[src/rtl/dac_spi_pkg.sv]
package dac_spi_pkg;
  localparam int CMD_W   = 8;
  localparam int DATA_W  = 16;
  localparam int OP_W    = 4;
  localparam int FRAME_W = CMD_W + DATA_W;
  localparam int TRIM_W  = 10;
  localparam int CTRL_W  = 6;

  typedef enum logic [OP_W-1:0] {
    OP_CTRL_WR = 4'h0,
    OP_CTRL_RD = 4'h1,
    OP_LD_IN   = 4'h3,
    OP_LD_BOTH = 4'h4,
    OP_XFER    = 4'h5,
    OP_CLR_WR  = 4'h6,
    OP_IN_RD   = 4'h7,
    OP_DAC_RD  = 4'h8,
    OP_CLR_RD  = 4'h9,
    OP_TRIM_WR = 4'hA
  } op_e;

  typedef struct packed {
    logic bipolar;
    logic clr_mode;
    logic fault_en;
    logic clr_en;
    logic out_i_en;
    logic out_v_en;
  } ctrl_t;
endpackage

[src/rtl/dac_spi_sync.sv]
module dac_spi_sync #(
  parameter int          N      = 3,
  parameter int          STAGES = 2,
  parameter logic [N-1:0] RST_VAL = '0
) (
  input  logic         clk_i,
  input  logic         rst_ni,
  input  logic [N-1:0] async_i,
  output logic [N-1:0] sync_o,
  output logic [N-1:0] rise_o,
  output logic [N-1:0] fall_o
);
  for (genvar b = 0; b < N; b++) begin : g_bit
    logic [STAGES:0] chain_q;
    always_ff @(posedge clk_i or negedge rst_ni) begin
      if (!rst_ni) chain_q <= {(STAGES+1){RST_VAL[b]}};
      else         chain_q <= {chain_q[STAGES-1:0], async_i[b]};
    end
    // chain_q[STAGES] is the delayed copy used for edge detection
    assign sync_o[b] = chain_q[STAGES-1];
    assign rise_o[b] = chain_q[STAGES-1] & ~chain_q[STAGES];
    assign fall_o[b] = ~chain_q[STAGES-1] & chain_q[STAGES];
  end
endmodule

[src/rtl/dac_spi_shift.sv]
module dac_spi_shift
  import dac_spi_pkg::*;
#(
  parameter int W   = FRAME_W,
  parameter int LDW = DATA_W
) (
  input  logic         clk_i,
  input  logic         rst_ni,
  input  logic         cs_act_i,
  input  logic         cs_fall_i,
  input  logic         cs_rise_i,
  input  logic         sclk_rise_i,
  input  logic         din_i,
  input  logic         load_i,
  input  logic [LDW-1:0] load_data_i,
  output logic [W-1:0] frame_o,
  output logic         frame_ok_o,
  output logic         dout_o
);
  localparam int CNT_W = $clog2(W + 2);
  localparam logic [CNT_W-1:0] CNT_MAX  = '1;
  localparam logic [CNT_W-1:0] CNT_FULL = CNT_W'(W);

  logic [W-1:0]     sh_q;
  logic [CNT_W-1:0] cnt_q;
  logic             dout_q;

  always_ff @(posedge clk_i or negedge rst_ni) begin
    if (!rst_ni) begin
      cnt_q <= '0;
    end else if (cs_fall_i) begin
      cnt_q <= '0;
    end else if (cs_act_i && sclk_rise_i && cnt_q != CNT_MAX) begin
      cnt_q <= cnt_q + 1'b1;
    end
  end

  always_ff @(posedge clk_i or negedge rst_ni) begin
    if (!rst_ni) begin
      sh_q <= '0;
    end else if (load_i) begin
      sh_q[LDW-1:0] <= load_data_i;
    end else if (cs_act_i && sclk_rise_i) begin
      sh_q <= {sh_q[W-2:0], din_i};
    end
  end

  always_ff @(posedge clk_i or negedge rst_ni) begin
    if (!rst_ni) dout_q <= 1'b0;
    else         dout_q <= cs_act_i & sh_q[W-1];
  end

  assign frame_o    = sh_q;
  assign frame_ok_o = cs_rise_i && (cnt_q == CNT_FULL);
  assign dout_o     = dout_q;
endmodule

[src/rtl/dac_spi_regs.sv]
module dac_spi_regs
  import dac_spi_pkg::*;
(
  input  logic              clk_i,
  input  logic              rst_ni,
  input  logic              exec_i,
  input  logic [OP_W-1:0]   op_i,
  input  logic [DATA_W-1:0] data_i,
  output logic [DATA_W-1:0] inp_o,
  output logic [DATA_W-1:0] dac_o,
  output ctrl_t             ctrl_o,
  output logic              trim_en_o,
  output logic [TRIM_W-1:0] trim_o,
  output logic              rd_valid_o,
  output logic [DATA_W-1:0] rd_data_o
);
  logic [DATA_W-1:0] inp_q, dac_q, clr_q;
  ctrl_t             ctrl_q;
  logic              trim_en_q;
  logic [TRIM_W-1:0] trim_q;
  op_e               op;

  assign op = op_e'(op_i);

  always_ff @(posedge clk_i or negedge rst_ni) begin
    if (!rst_ni) begin
      inp_q     <= '0;
      dac_q     <= '0;
      clr_q     <= '0;
      ctrl_q    <= '0;
      trim_en_q <= 1'b0;
      trim_q    <= '0;
    end else if (exec_i) begin
      case (op)
        OP_CTRL_WR: ctrl_q <= ctrl_t'(data_i[CTRL_W-1:0]);
        OP_LD_IN:   inp_q  <= data_i;
        OP_LD_BOTH: begin
          inp_q <= data_i;
          dac_q <= data_i;
        end
        OP_XFER:    dac_q  <= inp_q;
        OP_CLR_WR:  clr_q  <= data_i;
        OP_TRIM_WR: begin
          trim_en_q <= data_i[TRIM_W];
          trim_q    <= data_i[TRIM_W-1:0];
        end
        default: ;
      endcase
    end
  end

  always_comb begin
    rd_valid_o = 1'b1;
    rd_data_o  = '0;
    case (op)
      OP_CTRL_RD: rd_data_o = {{(DATA_W-CTRL_W){1'b0}}, ctrl_q};
      OP_IN_RD:   rd_data_o = inp_q;
      OP_DAC_RD:  rd_data_o = dac_q;
      OP_CLR_RD:  rd_data_o = clr_q;
      default:    rd_valid_o = 1'b0;
    endcase
  end

  assign inp_o     = inp_q;
  assign dac_o     = dac_q;
  assign ctrl_o    = ctrl_q;
  assign trim_en_o = trim_en_q;
  assign trim_o    = trim_q;
endmodule

[src/rtl/dac_spi_cmd.sv]
module dac_spi_cmd
  import dac_spi_pkg::*;
(
  input  logic              clk_i,
  input  logic              rst_ni,
  input  logic              sclk_i,
  input  logic              cs_ni,
  input  logic              din_i,
  output logic              dout_o,
  output logic [DATA_W-1:0] dac_o,
  output logic [CTRL_W-1:0] ctrl_o,
  output logic              trim_en_o,
  output logic [TRIM_W-1:0] trim_o
);
  localparam int PIN_N = 3;
  localparam int PIN_SCLK = 0;
  localparam int PIN_CS   = 1;
  localparam int PIN_DIN  = 2;

  logic [PIN_N-1:0] pin_sync, pin_rise, pin_fall;
  logic              cs_act, exec, rd_valid;
  logic [FRAME_W-1:0] frame;
  logic [OP_W-1:0]   op;
  logic [DATA_W-1:0] rd_data, inp_q;
  ctrl_t             ctrl_s;

  dac_spi_sync #(.N(PIN_N), .STAGES(2), .RST_VAL(3'b010)) u_sync (
    .clk_i  (clk_i),
    .rst_ni (rst_ni),
    .async_i({din_i, cs_ni, sclk_i}),
    .sync_o (pin_sync),
    .rise_o (pin_rise),
    .fall_o (pin_fall)
  );

  assign cs_act = ~pin_sync[PIN_CS];
  assign op     = frame[DATA_W +: OP_W];

  dac_spi_shift u_shift (
    .clk_i      (clk_i),
    .rst_ni     (rst_ni),
    .cs_act_i   (cs_act),
    .cs_fall_i  (pin_fall[PIN_CS]),
    .cs_rise_i  (pin_rise[PIN_CS]),
    .sclk_rise_i(pin_rise[PIN_SCLK]),
    .din_i      (pin_sync[PIN_DIN]),
    .load_i     (exec & rd_valid),
    .load_data_i(rd_data),
    .frame_o    (frame),
    .frame_ok_o (exec),
    .dout_o     (dout_o)
  );

  dac_spi_regs u_regs (
    .clk_i     (clk_i),
    .rst_ni    (rst_ni),
    .exec_i    (exec),
    .op_i      (op),
    .data_i    (frame[DATA_W-1:0]),
    .inp_o     (inp_q),
    .dac_o     (dac_o),
    .ctrl_o    (ctrl_s),
    .trim_en_o (trim_en_o),
    .trim_o    (trim_o),
    .rd_valid_o(rd_valid),
    .rd_data_o (rd_data)
  );

  assign ctrl_o = ctrl_s;
  logic unused_pins;
  assign unused_pins = ^{pin_rise[PIN_DIN], pin_fall[PIN_DIN], pin_fall[PIN_SCLK]};
endmodule

[config.mk]
export PLATFORM = sky130hd
export DESIGN_NAME = dac_spi_cmd
export DESIGN_NICKNAME = d
export VERILOG_FILES = /design/src/rtl/dac_spi_pkg.sv /design/src/rtl/dac_spi_sync.sv /design/src/rtl/dac_spi_shift.sv /design/src/rtl/dac_spi_regs.sv /design/src/rtl/dac_spi_cmd.sv
export SDC_FILE = /design/constraint.sdc
export NUM_CORES = 1
export LEC_CHECK = 0
export BUFFER_PORTS_ARGS = -buffer_cell sky130_fd_sc_hd__buf_2
export CORE_MARGIN = 2
export CORE_UTILIZATION = 45
export DETAILED_ROUTE_END_ITERATION = 8
export GPL_ROUTABILITY_DRIVEN = 0
export PLACE_DENSITY = 0.64
export RECOVER_POWER = 100
export SYNTH_ARGS = -nofsm -noshare
export SYNTH_HDL_FRONTEND = slang
export SYNTH_SLANG_ARGS = --single-unit
[constraint.sdc]
create_clock -name clk_i -period 3.82 [get_ports clk_i]
set_input_delay 0 -clock clk_i [delete_from_list [all_inputs] [get_ports clk_i]]
set_output_delay 0 -clock clk_i [all_outputs]
set_load 0.05 [all_outputs]
==> results.toml, run 1 <==
[floorplan]
start_util = 0.457
io_pins = 39
die_y_um = 105
coreArea_um2 = 10100
die_w_um = 105
fp-row-count = 37
design.die.area_um2 = 11100

[power]
p_per_area_nw_per_um2 = 368
worst_case_vdd_ir_drop_mv = 0.204
power.share.switching = 0.225
netSwitchingPower_w = 0.000417
combPwrFrac = 0.038
intPower_w = 0.00144
power.clock.fraction = 0.346
total_leakage_power_nw = 2.27
power_w = 0.00186
seq_power_share = 0.616

[synthesis]
synth_fp_nets = 377
async_flop_share = 1.00
synth-warning-count = 0
syn_area_per_cell_um2 = 12.5
syn_inst = 369
ys.flop_type = "sky130_fd_sc_hd__dfrtp_1"
synth-seq-area-share = 0.557
yosysUniqueCellTypes = 39
synth_enable_flop_cells = 0
post_synthesis_instance_area_um2 = 4630
synth-seq-cells = 103

[timing]
final_min_period_over_clock_period = 0.797
worst_slew_margin_rel = -0.278
timing.clock.skew_ns = 0.00718
max_slew.worst_pin.slew_ns = 1.92
finalSetupTns_ns = 0
timing.final.hold_violations = 0
period_minus_slack_ns = 3.05
setup_viol_count_final = 0
timing.final.max_slew_violations = 81
grt_setup_unrepaired = "no"
timing_limited_maximum_frequency_mhz = 328

[critical_path]
reg2reg_from = "u_shift.frame_o[19]"
setup.worst_path.class = "flop to flop"
crit_path_max_fanout = 20
worstPathCellList = "and4b_1 > nor3_4 > o21ba_1 > a221o_1"
rrSetupSlack_ns = 0.77
crit_family = "simple AND/OR/NAND/NOR gates"
worstPathArrival_ns = 3.33
category_of_the_worst_setup_path_capture_point = "flop"
worst_endpoint_required_time_ns = 4.10
endpoint_of_the_most_critical_register_to_register_path = "u_shift.frame_o[2]"
cp-start-kind = "flop"
worstRegToRegCells = 4
worstPathBufferInverterCount = 0
crit_slowest_cell = "sky130_fd_sc_hd__dfrtp_1"
crit_path_max_incr_delay_ns = 0.76

[worst_hold_path]
hold_path_depth = 2
timing.hold.worst.class = "primary input to flop"
timing.hold.worst.start = "din_i"
hold_end = "u_sync.g_bit[2].chain_q[0]"

[detailed_routing]
drt_pre_antenna_iters = 4
wl_per_cell_um = 17.4
finalWirelength_um = 9460
drt-vias-per-instance = 5.54
drtAntennaViolNets = 0
first_iter_violations = 158
routed-via-count = 3017
route.detailed.drc = 0

[clock_network]
numCtsBuffers = 9
cts_repair_resize_count = 0
clkLatencyLatePin_ns = 0.35
cts_tree = "built"
cts.clk_slew.worst_paths_ns = 0.09
cts_num_sinks = 103
cts.path.max_buffers = 2
clockRootBuffer = "sky130_fd_sc_hd__clkbuf_8"
cts-htree-levels = 3

[global_route]
grt_util_overall = 0.186
grt_first_pass_wirelength_um = 16200
overflow = 0
groute.layer.met1.usage = 0.248
number_of_antenna_violations_at_the_first_check_in_global_routing = 0
groute.layer.met3.usage = 0.0495
use_met2 = 0.296
grt_max_degree = 81
number_of_global_route_vias_before_repair = 3105
grt_busiest_layer = "met2"

[final_layout]
flow.area_growth_from_synthesis_pct = 9.11
finalNetCount = 413
num_antenna_cells = 0
share_of_final_layout_standard_cells_stronger_than_drive_strength_1 = 0.164
finalNonFillerCells = 545

[placed_design]
placement.io_buffers = 38
dpl.hpwl_um = 5980
post-place-cells = 526

[status]
failing_checks = "max-capacitance violations, max-slew violations"
run_status = "finished with violations"

[flow_run]
drv.max_cap_violation_count = 1
-- layer usage --
layer | part of all wire | routed length (um)
met5 | 0 | 0
met4 | 0.012 | 116
met3 | 0.041 | 389
met1 | 0.46 | 4390
met2 | 0.48 | 4560
-- cells by family (layout without fill, tap and decap cells) --
| family | count (synthesis) | count (layout) | synth area share |
|---|---|---|---|
| XOR/XNOR | 3 | 3 | 0.00568 |
| adder cells (fa/ha/maj) | 3 | 3 | 0.00811 |
| buffers and inverters | 26 | 66 | 0.0295 |
| flip-flops | 103 | 103 | 0.557 |
| AO/OA/AOI/OAI | 69 | 69 | 0.104 |
| AND/OR/NAND/NOR | 87 | 87 | 0.111 |
| multiplexers | 78 | 78 | 0.185 |
-- metrics by stage --
stage / hold slack [ns] / utilization / worst slack [ns] / area [um2]
global route: 0.252 / 0.498 / 0.577 / 5050
finish: 0.286 / 0.498 / 0.774 / 5050
global placement: 0.106 / 0.486 / 0.791 / 4930
CTS: 0.260 / 0.508 / 0.712 / 5150
floorplan: -0.296 / - / 1.83 / 4630
detailed placement: 0.110 / 0.486 / 0.764 / 4930
-- worst max path at each step --
stage	from	end	depth (start not counted)
floorplan	u_sync.g_bit[1].chain_q[1]	u_regs.clr_q[0]	6
global placement	u_shift.frame_o[19]	u_shift.frame_o[3]	4
detailed placement	u_shift.frame_o[19]	u_shift.frame_o[2]	4
CTS	u_shift.frame_o[19]	u_shift.frame_o[2]	4
global route	rst_ni	u_regs.clr_q[8]	3
finish	u_shift.frame_o[19]	u_shift.frame_o[2]	4
-- cell type report --
type	instances	area, um2
Multi-Input combinational cell	240	1880
Fill cell	916	5090
Clock buffer	12	135
Sequential cell	103	2580
Tap cell	136	170
Timing Repair Buffer	49	229
Inverter	2	7.51
Clock inverter	3	45.0
-- registers in the layout (all words and copies together), names as in the netlist --
| register | count |
|---|---|
| u_shift.cnt_q | 5 |
| u_regs.trim_en_o | 1 |
| u_regs.trim_o | 10 |
| u_shift.frame_o | 24 |
| u_regs.dac_o | 16 |
| u_sync.g_bit.chain_q | 8 |
| u_shift.dout_o | 1 |
| u_regs.inp_o | 16 |
| u_regs.ctrl_o | 6 |
| u_regs.clr_q | 16 |
-- cells in the final DEF (no fill, tap or decap), drive strengths merged, types with 2 or more instances in the layout --
| cell | Yosys | routed |
|---|---|---|
| o21ai | 26 | 26 |
| and4bb | 2 | 2 |
| dfstp | 3 | 3 |
| clkinvlp | 0 | 2 |
| ha | 3 | 3 |
| nand2 | 41 | 41 |
| mux2 | 61 | 61 |
| nand3b | 6 | 6 |
| inv | 2 | 2 |
| xor2 | 2 | 2 |
| nor2 | 7 | 7 |
| a211oi | 6 | 6 |
| dlygate4sd3 | 0 | 4 |
| mux2i | 17 | 17 |
| nor3 | 5 | 5 |
| a21oi | 2 | 2 |
| nor2b | 2 | 2 |
| nand3 | 11 | 11 |
| nor4b | 2 | 2 |
| clkbuf | 9 | 50 |
| nor3b | 4 | 4 |
| buf | 15 | 7 |
| a211o | 2 | 2 |
| dfrtp | 100 | 100 |
| nand4 | 2 | 2 |
| a22o | 10 | 10 |
| a22oi | 16 | 16 |
| a221o | 6 | 6 |
-- cell usage after synthesis (4+ instances only) --
master / number / share of area
sky130_fd_sc_hd__clkbuf_1: 9 / 0.0073
sky130_fd_sc_hd__o21ai_0: 26 / 0.028
sky130_fd_sc_hd__nor2_1: 7 / 0.0057
sky130_fd_sc_hd__mux2_2: 40 / 0.097
sky130_fd_sc_hd__mux2_1: 21 / 0.051
sky130_fd_sc_hd__nor3_4: 4 / 0.014
sky130_fd_sc_hd__buf_2: 10 / 0.011
sky130_fd_sc_hd__nand2_1: 41 / 0.033
sky130_fd_sc_hd__a221o_1: 6 / 0.013
sky130_fd_sc_hd__nand3b_1: 6 / 0.0097
sky130_fd_sc_hd__a22oi_1: 16 / 0.026
sky130_fd_sc_hd__mux2i_1: 17 / 0.037
sky130_fd_sc_hd__a22o_1: 10 / 0.019
sky130_fd_sc_hd__nand3_1: 11 / 0.012
sky130_fd_sc_hd__a211oi_1: 6 / 0.0097
sky130_fd_sc_hd__dfrtp_1: 100 / 0.54
-- power by group through the flow --
stage	registers, W	logic, W	clock network [W]
after floorplan	0.00115	0.0000375	0
after global placement	0.00117	0.0000677	0
after detailed placement	0.00117	0.0000702	0
after CTS	0.00114	0.0000735	0.000673
after global routing	0.00115	0.0000799	0.000726
final	0.00114	0.0000697	0.000643
-- timing repair --
action / 4_1_cts / 5_1_grt
hold buffers: 4 / 0
endpoints found under the hold margin: 79 / 0
setup buffers: 0 / 0
endpoints found under the setup margin: 0 / 0
Note: power is estimated with default switching activity, not from simulation.
==> run 2: changes to the inputs <==
==> constraint.sdc (replaced) <==
create_clock -name clk_i -period 3.17 [get_ports clk_i]
set_input_delay 0 -clock clk_i [delete_from_list [all_inputs] [get_ports clk_i]]
set_output_delay 0 -clock clk_i [all_outputs]
set_load 0.05 [all_outputs]
==> run 2 against run 1 <==
Against the previous run:
- fmax is 13% higher
- sequential power is 21% higher
- sequential share of layout area is 0.67 points lower
- combinational power is 21% higher
- die area stayed put
- hold slack worse by 0.017 ns
- the run still ends with max-capacitance violations, max-slew violations left
- design area is 1.3% higher
- worst setup slack worse by 0.29 ns
- critical endpoint is now u_regs.ctrl_o[3]
==> results.toml, run 2 (synthesized netlist as in run 1, its figures left out) <==
[power]
netSwitchingPower_w = 0.000546
total_leakage_power_nw = 2.31
intPower_w = 0.00177
seq_power_share = 0.597
power.share.switching = 0.236
power.clock.fraction = 0.366
power_w = 0.00231
combPwrFrac = 0.036
p_per_area_nw_per_um2 = 451
worst_case_vdd_ir_drop_mv = 0.211

[final_layout]
finalNonFillerCells = 552
filler_cell_count = 945
stdcell_area_um2 = 5120
num_antenna_cells = 0
finalNetCount = 419
largest_register_ffs = 24
mostFrequentLayoutCell = "sky130_fd_sc_hd__dfrtp_1"
share_of_final_layout_standard_cells_stronger_than_drive_strength_1 = 0.188
flow.area_growth_from_synthesis_pct = 10.6
layout_common_cells = "sky130_fd_sc_hd__dfrtp_1, sky130_fd_sc_hd__nand2_1, sky130_fd_sc_hd__mux2_2, sky130_fd_sc_hd__clkbuf_1, sky130_fd_sc_hd__o21ai_0"

[critical_path]
reg2reg_from = "u_sync.g_bit[1].chain_q[1]"
cp-start-kind = "flop"
setup.worst_path.class = "flop to flop"
worstPathCellList = "and4bb_1 > nand3_1 > clkbuf_1 > nor3_2 > mux2_2"
worstPathArrival_ns = 2.93
endpoint_of_the_most_critical_register_to_register_path = "u_regs.ctrl_o[3]"
worstPathBufferInverterCount = 1
crit_family = "simple AND/OR/NAND/NOR gates"
worstRegToRegCells = 5
category_of_the_worst_setup_path_capture_point = "flop"
critical_path_depth = 5
crit_slowest_cell = "sky130_fd_sc_hd__dfstp_1"
crit_path_max_fanout = 12
crit_path_max_incr_delay_ns = 0.62
rrSetupSlack_ns = 0.48
worst_endpoint_required_time_ns = 3.41

[detailed_routing]
drt-vias-per-instance = 5.48
drt_pre_antenna_iters = 4
routed-via-count = 3024
drtAntennaViolNets = 0
route.detailed.drc = 0
first_iter_violations = 102
finalWirelength_um = 9710
wl_per_cell_um = 17.6

[timing]
timing_limited_maximum_frequency_mhz = 372
finalHoldWorstSlack_ns = 0.269
max_slew.worst_pin.slew_ns = 1.63
setup_viol_count_final = 0
worst_slew_margin_rel = -0.0858
period_minus_slack_ns = 2.69
timing.final.hold_violations = 0
timing.clock.skew_ns = 0.0127
final_min_period_over_clock_period = 0.848
grt_setup_unrepaired = "no"
timing.final.max_slew_violations = 67
finalSetupTns_ns = 0

[global_route]
overflow = 0
grt_util_overall = 0.188
grt_max_degree = 67
number_of_global_route_vias_before_repair = 3038
number_of_antenna_violations_at_the_first_check_in_global_routing = 0
grt_first_pass_wirelength_um = 16400

[floorplan]
die_w_um = 105
io_pins = 39
die_y_um = 105
coreArea_um2 = 10100
start_util = 0.457
fp-row-count = 37
design.die.area_um2 = 11100

[flow_run]
drv.max_cap_violation_count = 1

[clock_network]
clkLatencyLatePin_ns = 0.36
cts_tree = "built"
cts_repair_resize_count = 0
cts.repair_timing.setup_buffer_count = 0
cts.clk_slew.worst_paths_ns = 0.10
post_cts_hold_buffer_count = 4
cts.path.max_buffers = 2
cts_num_sinks = 103
clockRootBuffer = "sky130_fd_sc_hd__clkbuf_8"
cts-htree-levels = 3
numCtsBuffers = 9

[worst_hold_path]
hold_end = "u_sync.g_bit[2].chain_q[0]"
hold_path_depth = 2
timing.hold.worst.class = "primary input to flop"
timing.hold.worst.start = "din_i"

[status]
failing_checks = "max-capacitance violations, max-slew violations"
run_status = "finished with violations"

[placed_design]
placedInstanceArea_um2 = 4970
dpl.hpwl_um = 6260
placement.io_buffers = 38
post-place-cells = 532
## run 2: changes by cell type in the layout (fill, tap and decap cells not counted)
cell / before / now
sky130_fd_sc_hd__mux2_1: 22 / 21
sky130_fd_sc_hd__nor3_1: 2 / 1
sky130_fd_sc_hd__clkbuf_8: 9 / 10
sky130_fd_sc_hd__clkbuf_2: 1 / 2
sky130_fd_sc_hd__mux2_2: 39 / 40
sky130_fd_sc_hd__clkbuf_1: 40 / 38
sky130_fd_sc_hd__clkinv_4: 0 / 1
sky130_fd_sc_hd__buf_4: 4 / 8
sky130_fd_sc_hd__nor3_2: 2 / 3
sky130_fd_sc_hd__inv_6: 0 / 2
sky130_fd_sc_hd__clkinv_2: 0 / 2
sky130_fd_sc_hd__clkinvlp_4: 2 / 0
## run 2: layout make-up
class / instances / area [um2] / area share
flip-flops and latches: 103 / 2580 / 0.504
multi-input cells: 240 / 1890 / 0.369
repair buffers: 55 / 268 / 0.0523
well taps: 136 / 170 / 0.0332
clock buffers: 10 / 138 / 0.0269
clock inverters: 6 / 66.3 / 0.0130
inverters: 2 / 7.51 / 0.00147
## run 2: metal layers
layer	GRT usage	wire, um	share of wire	vias to the layer above
li1	-	-	-	1436
met1	0.265	4640	0.48	1522
met2	0.299	4620	0.48	55
met3	0.0371	336	0.035	11
met4	0.0524	113	0.012	0
met5	0	0	0	-
## run 2: metrics by stage
step           utilization  setup slack [ns]
2_1_floorplan            -              1.18
5_1_grt              0.505             0.278
6_report             0.505             0.481
3_5_place_dp         0.491             0.730
3_3_place_gp         0.491             0.729
4_1_cts              0.515             0.707
## run 2: how the worst max path moves through the flow
stage	start	to
floorplan	u_sync.g_bit[1].chain_q[1]	u_regs.clr_q[0]
global placement	u_sync.g_bit[1].chain_q[1]	u_regs.inp_o[15]
detailed placement	u_sync.g_bit[1].chain_q[1]	u_regs.inp_o[12]
CTS	u_sync.g_bit[1].chain_q[1]	u_regs.inp_o[15]
global route	u_sync.g_bit[1].chain_q[1]	u_regs.ctrl_o[4]
finish	u_sync.g_bit[1].chain_q[1]	u_regs.ctrl_o[3]
## run 2: power by group through the flow
| stage | clock, W | sequential [W] | combinational (W) |
|---|---|---|---|
| floorplan | 0 | 0.00139 | 0.0000452 |
| global placement | 0 | 0.00140 | 0.0000819 |
| detailed placement | 0 | 0.00141 | 0.0000856 |
| CTS | 0.000871 | 0.00138 | 0.0000887 |
| global route | 0.000933 | 0.00139 | 0.0000975 |
| finish | 0.000847 | 0.00138 | 0.0000840 |
==> run 3: changes to the inputs <==
==> constraint.sdc (replaced) <==
create_clock -name clk_i -period 2.57 [get_ports clk_i]
set_input_delay 0 -clock clk_i [delete_from_list [all_inputs] [get_ports clk_i]]
set_output_delay 0 -clock clk_i [all_outputs]
set_load 0.05 [all_outputs]
==> run 3 against run 2 <==
Against the previous run:
- the flow now finishes without violations
- first-iteration DRC count up 90%
- design area up 1.5%
- global-route usage down 0.78 points
- power up 28%
- worst setup slack worse by 0.26 ns
- hold slack better by 0.0025 ns
- clock power up 35%
- critical path depth unchanged
- non-clock buffer count up 3
- utilization up 0.77 points
- sequential share of layout area down 0.75 points
==> results.toml, run 3 (synthesized netlist as in run 1, its figures left out) <==
[detailed_routing]
first_iter_violations = 194
drt-vias-per-instance = 5.48
routed-via-count = 3043
finalWirelength_um = 9350
wl_per_cell_um = 16.8
route.detailed.drc = 0
drt_pre_antenna_iters = 4
drtAntennaViolNets = 0

[final_layout]
share_of_final_layout_standard_cells_stronger_than_drive_strength_1 = 0.200
largest_register_ffs = 24
flow.area_growth_from_synthesis_pct = 12.2
area.sequential_um2 = 2580
mostFrequentLayoutCell = "sky130_fd_sc_hd__dfrtp_1"
filler_cell_count = 945
finalNetCount = 422
num_antenna_cells = 0
area_of_the_multi_input_gates_um2 = 1910
layout_common_cells = "sky130_fd_sc_hd__dfrtp_1, sky130_fd_sc_hd__nand2_1, sky130_fd_sc_hd__mux2_2, sky130_fd_sc_hd__clkbuf_1, sky130_fd_sc_hd__o21ai_0"

[global_route]
number_of_antenna_violations_at_the_first_check_in_global_routing = 0
overflow = 0
grt_max_degree = 57
number_of_global_route_vias_before_repair = 3074
grt_first_pass_wirelength_um = 15900
grt_util_overall = 0.181

[status]
run_status = "completed"

[worst_hold_path]
timing.hold.worst.class = "primary input to flop"
hold_path_depth = 2

[floorplan]
fp-row-count = 37
design.die.area_um2 = 11100
io_pins = 39
die_y_um = 105
coreArea_um2 = 10100
start_util = 0.457
die_w_um = 105

[power]
worst_case_vdd_ir_drop_mv = 0.307
p_per_area_nw_per_um2 = 567
total_leakage_power_nw = 2.35
power_w = 0.00295

[clock_network]
numCtsBuffers = 9
cts_num_sinks = 103
clockRootBuffer = "sky130_fd_sc_hd__clkbuf_8"
cts_tree = "built"
cts_repair_resize_count = 0
clkLatencyLatePin_ns = 0.37
cts.path.max_buffers = 2
cts.clk_slew.worst_paths_ns = 0.09
cts-htree-levels = 3

[timing]
max_slew.worst_pin.slew_ns = 1.37
setup_viol_count_final = 0
final_min_period_over_clock_period = 0.915
period_minus_slack_ns = 2.35
timing.final.max_slew_violations = 0
finalSetupTns_ns = 0
timing.clock.skew_ns = 0.0133
grt_setup_unrepaired = "no"
timing.final.hold_violations = 0
finalHoldWorstSlack_ns = 0.271
worst_slew_margin_rel = 0.0879
timing_limited_maximum_frequency_mhz = 425
final.setup.worst_slack_ns = 0.219

[critical_path]
worstPathArrival_ns = 2.60
setup.worst_path.class = "flop to flop"
crit_path_max_incr_delay_ns = 0.59
crit_family = "simple AND/OR/NAND/NOR gates"
worstPathBufferInverterCount = 1
worstRegToRegCells = 5
critical_path_depth = 5
category_of_the_worst_setup_path_capture_point = "flop"
crit_slowest_cell = "sky130_fd_sc_hd__dfstp_2"
cp-start-kind = "flop"
crit_path_max_fanout = 10
worstPathCellList = "and4bb_1 > nand3_1 > nor3_4 > clkbuf_2 > mux2_2"
worst_endpoint_required_time_ns = 2.82

[flow_run]
drv.max_cap_violation_count = 0

[placed_design]
place_worst_setup_slack_ns = 0.188
dpl.hpwl_um = 6200
placement.io_buffers = 38
[run 3: cell count changes in the layout (fill, tap and decap cells not counted), moves of 2 or more]
cell                       before  now
sky130_fd_sc_hd__nor3_2         3    1
sky130_fd_sc_hd__nor3_4         1    3
sky130_fd_sc_hd__clkbuf_2       2    5
sky130_fd_sc_hd__clkinv_2       2    0
[run 3: worst paths after layout]
| check | from | to | slack, ns |
|---|---|---|---|
| worst max-delay path | u_sync.g_bit[1].chain_q[1] | u_regs.inp_o[3] | 0.22 |
| worst min-delay path | cs_ni | u_sync.g_bit[1].chain_q[0] | 0.27 |
| worst max register to register | u_sync.g_bit[1].chain_q[1] | u_regs.inp_o[3] | 0.22 |
| worst min register to register | u_sync.g_bit[0].chain_q[0] | u_sync.g_bit[0].chain_q[1] | 0.36 |
| max in group asynchronous | rst_ni | u_regs.ctrl_o[4] | 0.64 |
| min in group asynchronous | rst_ni | u_regs.dac_o[13] | 0.47 |
[run 3: final cells by class]
type / count / share of cell area
Tap cell: 136 / 0.0327
Clock inverter: 5 / 0.0166
Timing Repair Buffer: 58 / 0.0583
Clock buffer: 11 / 0.0272
Multi-Input combinational cell: 240 / 0.367
Sequential cell: 103 / 0.497
Inverter: 2 / 0.00144
[run 3: worst register-to-register path: stages (launching register included)]
cell	delay (ns)
sky130_fd_sc_hd__dfstp_2	0.59
sky130_fd_sc_hd__and4bb_1	0.23
sky130_fd_sc_hd__nand3_1	0.31
sky130_fd_sc_hd__nor3_4	0.38
sky130_fd_sc_hd__clkbuf_2	0.35
sky130_fd_sc_hd__mux2_2	0.38
[run 3: power by group]
group | internal [W] | switching [W] | leakage, nW
Sequential | 0.00165 | 0.0000498 | 1.41
Clock | 0.000587 | 0.000558 | 0.115
Combinational | 0.0000427 | 0.0000586 | 0.823
Total | 0.00228 | 0.000666 | 2.35
[run 3: repair_timing]
action,in CTS,in global routing
hold buffers,4,0
buffers inserted,0,0
hold endpoints to repair,55,0
[run 3: metrics by stage]
stage	utilization	area (um2)	cells
2_1_floorplan	-	4630	369
3_3_place_gp	0.496	5030	535
3_5_place_dp	0.496	5030	535
4_1_cts	0.523	5300	555
5_1_grt	0.513	5200	555
6_report	0.513	5200	555
[run 3: per-layer routing]
metal,vias up,track usage,routed length [um]
li1,1435,-,-
met1,1536,0.251,4480
met2,62,0.286,4370
met3,10,0.0396,388
met4,0,0.0524,110
met5,-,0,0
